==> src/rtl/strap_fsel_pkg.sv <==
package strap_fsel_pkg;
    localparam int unsigned FSEL_W     = 4;
    localparam int unsigned REG_W      = 8;
    localparam int unsigned N_SHARED   = FSEL_W + 1;
    localparam int unsigned BIT_TRI    = 0;
    localparam int unsigned BIT_SS     = 1;
    localparam int unsigned BIT_MSB    = 2;
    localparam int unsigned BIT_SRC    = 3;
    localparam int unsigned BIT_LO     = 4;
    localparam int unsigned BIT_DEPTH  = 7;

    // Software code: bit 2 on top, then bits 6..4.
    function automatic logic [FSEL_W-1:0] sw_code(input logic [REG_W-1:0] r);
        return {r[BIT_MSB], r[BIT_LO+FSEL_W-2:BIT_LO]};
    endfunction
endpackage

==> src/rtl/strap_fsel_latch.sv <==
module strap_fsel_latch
    import strap_fsel_pkg::*;
(
    input  logic              clk,
    input  logic              rst_n,
    input  logic [FSEL_W-1:0] strap_pins_i,
    input  logic              mode_pin_i,
    output logic [FSEL_W-1:0] strap_o,
    output logic              mode_o
);
    typedef struct packed {
        logic [FSEL_W-1:0] strap;
        logic              mode;
    } latch_st_t;

    latch_st_t st_d, st_q;

    always_comb begin
        st_d = st_q;
        if (!rst_n) begin
            st_d.strap = strap_pins_i;
            st_d.mode  = mode_pin_i;
        end
    end

    always_ff @(posedge clk) begin
        st_q <= st_d;
    end

    assign strap_o = st_q.strap;
    assign mode_o  = st_q.mode;
endmodule

==> src/rtl/strap_fsel_mux.sv <==
module strap_fsel_mux
    import strap_fsel_pkg::*;
(
    input  logic              clk,
    input  logic              rst_n,
    input  logic [FSEL_W-1:0] strap_pins_i,
    input  logic [FSEL_W-1:0] strap_q_i,
    input  logic              src_sw_i,
    input  logic [FSEL_W-1:0] sw_code_i,
    output logic [FSEL_W-1:0] fsel_o,
    output logic              chg_o
);
    typedef struct packed {
        logic [FSEL_W-1:0] fsel;
        logic              chg;
    } mux_st_t;

    mux_st_t st_d, st_q;
    logic [FSEL_W-1:0] pick;

    always_comb begin
        pick = src_sw_i ? sw_code_i : strap_q_i;
        st_d = st_q;
        if (!rst_n) begin
            // Track the pins so the frozen strap and the code agree at release.
            st_d.fsel = strap_pins_i;
            st_d.chg  = 1'b0;
        end else begin
            st_d.fsel = pick;
            st_d.chg  = (pick != st_q.fsel);
        end
    end

    always_ff @(posedge clk) begin
        st_q <= st_d;
    end

    assign fsel_o = st_q.fsel;
    assign chg_o  = st_q.chg;
endmodule

==> src/rtl/strap_fsel_pinctl.sv <==
module strap_fsel_pinctl
    import strap_fsel_pkg::*;
#(
    parameter int unsigned N_DUAL = 2
) (
    input  logic                clk,
    input  logic                rst_n,
    input  logic                mode_i,
    input  logic                tri_i,
    input  logic                ss_i,
    input  logic                depth_i,
    input  logic [N_DUAL-1:0]   stop_n_i,
    output logic [N_SHARED-1:0] pin_oe_o,
    output logic [N_DUAL-1:0]   dual_oe_o,
    output logic [N_DUAL-1:0]   stop_req_o,
    output logic                ss_en_o,
    output logic                ss_wide_o,
    output logic                tristate_o
);
    typedef struct packed {
        logic [N_SHARED-1:0] oe;
        logic [N_DUAL-1:0]   dual_oe;
        logic [N_DUAL-1:0]   stop;
        logic                ss;
        logic                wide;
        logic                tri_st;
    } pin_st_t;

    pin_st_t st_d, st_q;
    logic [N_DUAL-1:0] lane_oe, lane_stop;
    logic              drive_ok;

    assign drive_ok = rst_n & ~tri_i;

    for (genvar i = 0; i < N_DUAL; i++) begin : g_lane
        assign lane_oe[i]   = drive_ok & mode_i;
        assign lane_stop[i] = rst_n & ~mode_i & ~stop_n_i[i];
    end

    always_comb begin
        st_d         = st_q;
        st_d.oe      = {N_SHARED{drive_ok}};
        st_d.dual_oe = lane_oe;
        st_d.stop    = lane_stop;
        st_d.ss      = rst_n & ss_i;
        st_d.wide    = rst_n & depth_i;
        st_d.tri_st  = rst_n & tri_i;
    end

    always_ff @(posedge clk) begin
        st_q <= st_d;
    end

    assign pin_oe_o   = st_q.oe;
    assign dual_oe_o  = st_q.dual_oe;
    assign stop_req_o = st_q.stop;
    assign ss_en_o    = st_q.ss;
    assign ss_wide_o  = st_q.wide;
    assign tristate_o = st_q.tri_st;
endmodule

==> src/rtl/strap_fsel_top.sv <==
module strap_fsel_top
    import strap_fsel_pkg::*;
#(
    parameter int unsigned N_DUAL = 2
) (
    input  logic                clk,
    input  logic                rst_n,
    input  logic [FSEL_W-1:0]   strap_pins_i,
    input  logic                mode_pin_i,
    input  logic [N_DUAL-1:0]   stop_n_i,
    input  logic [REG_W-1:0]    cfg_reg0_i,
    output logic [N_SHARED-1:0] pin_oe_o,
    output logic [N_DUAL-1:0]   dual_oe_o,
    output logic [N_DUAL-1:0]   stop_req_o,
    output logic                mode_o,
    output logic [FSEL_W-1:0]   fsel_o,
    output logic                fsel_chg_o,
    output logic                ss_en_o,
    output logic                ss_wide_o,
    output logic                tristate_o
);
    logic [FSEL_W-1:0] strap_q;
    logic              mode_q;

    strap_fsel_latch u_latch (
        .clk          (clk),
        .rst_n        (rst_n),
        .strap_pins_i (strap_pins_i),
        .mode_pin_i   (mode_pin_i),
        .strap_o      (strap_q),
        .mode_o       (mode_q)
    );

    strap_fsel_mux u_mux (
        .clk          (clk),
        .rst_n        (rst_n),
        .strap_pins_i (strap_pins_i),
        .strap_q_i    (strap_q),
        .src_sw_i     (cfg_reg0_i[BIT_SRC]),
        .sw_code_i    (sw_code(cfg_reg0_i)),
        .fsel_o       (fsel_o),
        .chg_o        (fsel_chg_o)
    );

    strap_fsel_pinctl #(.N_DUAL(N_DUAL)) u_pinctl (
        .clk        (clk),
        .rst_n      (rst_n),
        .mode_i     (mode_q),
        .tri_i      (cfg_reg0_i[BIT_TRI]),
        .ss_i       (cfg_reg0_i[BIT_SS]),
        .depth_i    (cfg_reg0_i[BIT_DEPTH]),
        .stop_n_i   (stop_n_i),
        .pin_oe_o   (pin_oe_o),
        .dual_oe_o  (dual_oe_o),
        .stop_req_o (stop_req_o),
        .ss_en_o    (ss_en_o),
        .ss_wide_o  (ss_wide_o),
        .tristate_o (tristate_o)
    );

    assign mode_o = mode_q;
endmodule

==> config.mk <==
export PLATFORM = sky130hd
export DESIGN_NAME = strap_fsel_top
export DESIGN_NICKNAME = d
export VERILOG_FILES = /design/src/rtl/strap_fsel_pkg.sv /design/src/rtl/strap_fsel_latch.sv /design/src/rtl/strap_fsel_mux.sv /design/src/rtl/strap_fsel_pinctl.sv /design/src/rtl/strap_fsel_top.sv
export SDC_FILE = /design/constraint.sdc
export NUM_CORES = 1
export LEC_CHECK = 0
export ABC_AREA = 0
export BUFFER_PORTS_ARGS = -buffer_cell sky130_fd_sc_hd__clkbuf_2
export CAP_MARGIN = 20
export CORE_MARGIN = 1.5
export CORE_UTILIZATION = 40
export DETAILED_ROUTE_END_ITERATION = 10
export GPL_ROUTABILITY_DRIVEN = 0
export PLACE_DENSITY = 0.77
export SETUP_SLACK_MARGIN = 0.15
export SLEW_MARGIN = 20
export SYNTH_ARGS = -nofsm -noshare
export SYNTH_HDL_FRONTEND = slang
export SYNTH_SLANG_ARGS = --single-unit
==> constraint.sdc <==
create_clock -name clk -period 1.5 [get_ports clk]
set_clock_uncertainty 0.15 [all_clocks]
set_input_delay 0.225 -clock clk [delete_from_list [all_inputs] [get_ports clk]]
set_output_delay 0.225 -clock clk [all_outputs]
set_load 0.005 [all_outputs]
==> impl_metrics.toml <==
[run_status]
outcome = "complete, no violations"

[grt]
grt_antenna_before_repair = 0
grt_pass1_wl_um = 1840
globalRouteTotalUtil = 0.141
grt_max_degree = 14
grt_overflow = 0
grt_pass1_vias = 424

[layout]
regArea_um2 = 390
num_antenna_cells = 0
finalNetCount = 109
drive_above_1_share = 0.418
n_fill_cell = 128
fin_cells = 106
multi_input_area_um2 = 161
syn_to_final_growth_pct = 42.9

[cts]
cts-resized-gates = 0
clk_pin_slew_worst_paths_ps = 90
root_buffer = "clkbuf_4"
htreeDepth = 1
insertion_delay_ps = 290
cts-buffers-inserted = 3
cts_tree = "built"
cts.path.max_buffers = 2
cts.sinks = 17

[worst_setup_path]
cpPeakStageDelay_ps = 390
worstSetupStartpointType = "flip-flop"
crit_arrival_ps = 820
crit_buf_inv = 1
rr_startpoint = "u_latch.strap_o[0]"
crit_fanout = 5
end_kind = "primary output"
r2r_cells = 3
slowest_stage = "dfxtp_1"
cp.required_ps = 1120
crit_chain = "clkbuf_2"
r2r_end = "u_mux.chg_o"
critPathKind = "reg -> out"
rrSetupSlack_ps = 340
crit_family = "flip-flops"

[floorplan]
fp.dieW_um = 42.0
initial_core_util = 0.446
die_y_um = 42.0
coreArea_um2 = 1370
die-area_um2 = 1770
rows = 13
top_level_ports = 35

[hold_path]
hold_class = "in -> reg"
hold_end = "u_mux.fsel_o[3]"
hp-start = "cfg_reg0_i[2]"
holdPathStages = 3

[synthesis]
syn_area_um2 = 609
ys_seq_elements = 17
ys_types = 13
yosys.area.top_type = "dfxtp_1"
syn_inst = 50
yosysWarnings = 0
ys_seq_area_frac = 0.641
synth.top_cell.area_share = 0.394
ys_top_cells_by_area = "dfxtp_1 (39%), edfxtp_1 (25%), mux2i_1 (6.6%), buf_4 (6.2%), xor2_1 (5.7%)"
syn-num-nets = 67
syn_avg_cell_area_um2 = 12.2

[pwr]
power.density_nw_per_um2 = 1020
intPower_uw = 683
vdd.ir_drop.worst_v = 0.000540
seq_power_share = 0.590
combPwrFrac = 0.142
clock_power_share = 0.268
total_power_uw = 884
p_leak_uw = 0.000428
power.switching_uw = 201
switching_share = 0.227

[timing]
fmax_mhz = 835
whs_ps = 135
setup_slack_ps = 302
slew_headroom = 0.843
worstMarginPinSlew_ps = 228
final.setup.tns_ps = 0
setup_viol = 0
final.min_clock_period_ps = 1200
period_share = 0.798
slew_violations = 0
finalHoldViolCount = 0
grt_setup_unrepaired = "false"

[place]
pre_cts_slack_ps = 228
numPlacedInstances = 92
io_buffer_count = 34

[routing]
dr.first_iter.drc_count = 4
dr_total_vias = 466
postRouteAntennaNets = 0
finalWirelength_um = 1060
firstDrtPassIters = 2
drc = 0
wire_per_inst_um = 10.0
viasPerCell = 4.40

[flow_run]
cap_violations = 0
[Yosys cell counts]
master,count
mux2i_1,4
nand2b_1,1
buf_4,5
and2_1,4
xor2_1,4
a41oi_1,1
nor2_1,7
buf_2,1
dfxtp_1,12
edfxtp_1,5
inv_2,1
buf_6,1
a21oi_1,4
[sequential cells by signal (all words and copies together) (netlist names)]
name                 cells
u_latch.mode_o           1
u_pinctl.ss_wide_o       1
u_mux.chg_o              1
u_pinctl.ss_en_o         1
u_mux.fsel_o             4
u_pinctl.pin_oe_o        1
u_pinctl.tristate_o      1
u_latch.strap_o          4
u_pinctl.stop_req_o      2
u_pinctl.dual_oe_o       1
[layout by cell type, fill, tap and decap left out, drive strengths merged]
| cell type | synthesis | layout |
|---|---|---|
| clkbuf | 0 | 38 |
| dfxtp | 12 | 12 |
| dlygate4sd3 | 0 | 10 |
| nor2 | 7 | 7 |
| edfxtp | 5 | 5 |
| mux2i | 4 | 4 |
| a21oi | 4 | 4 |
| and2 | 4 | 4 |
| xor2 | 4 | 4 |
| inv | 1 | 1 |
| nand2b | 1 | 1 |
| a41oi | 1 | 1 |
[power by group through the flow]
stage / Clock, uW / Sequential, uW / Combinational [uW]
2_1_floorplan: 0 / 534 / 57.4
5_1_grt: 268 / 526 / 141
6_report: 237 / 521 / 125
4_1_cts: 248 / 522 / 127
3_5_place_dp: 0 / 532 / 107
3_3_place_gp: 0 / 531 / 105
[logic make-up (layout without fill, tap and decap cells)]
group                  after synthesis  in the layout  synth area share
AO/OA/AOI/OAI                        5              5            0.0472
multiplexers                         4              4            0.0657
buffers and inverters                8             49            0.0944
AND/OR/NAND/NOR                     12             12            0.0945
XOR/XNOR                             4              4            0.0575
flip-flops                          17             17             0.641
[layer usage]
layer / share of wire / GRT usage / vias up
li1: - / - / 242
met1: 0.43 / 0.180 / 202
met2: 0.48 / 0.200 / 18
met3: 0.067 / 0.0474 / 4
met4: 0.020 / 0.0938 / 0
met5: 0 / 0 / -
[worst max-delay path by stage]
stage                                    start          end  slack, ps  cells after the start
after global routing      u_pinctl.pin_oe_o[0]  pin_oe_o[4]        230                      1
after floorplan                  cfg_reg0_i[3]  u_mux.chg_o        400                      4
after global placement           cfg_reg0_i[3]  u_mux.chg_o        250                      4
final                     u_pinctl.pin_oe_o[0]  pin_oe_o[4]        300                      1
after detailed placement         cfg_reg0_i[3]  u_mux.chg_o        230                      4
after CTS                       u_latch.mode_o       mode_o        290                      1
[what timing repair did]
| action | 4_1_cts | 5_1_grt |
|---|---|---|
| hold buffers | 10 | 0 |
| setup endpoints to repair | 0 | 0 |
| setup buffers | 0 | 0 |
| endpoints found under the hold margin | 10 | 0 |
[through the flow]
step,cell area [um2],util
floorplan,609,-
global placement,744,0.545
detailed placement,744,0.545
CTS,871,0.637
global route,871,0.637
finish,871,0.637
[area by class of cell]
cell class / instances / share of cell area
Clock buffer: 4 / 0.0302
Inverter: 1 / 0.00431
Multi-Input combinational cell: 25 / 0.185
Sequential cell: 17 / 0.448
Tap cell: 15 / 0.0216
Timing Repair Buffer: 44 / 0.310
Power figures use the tool's default switching activity.
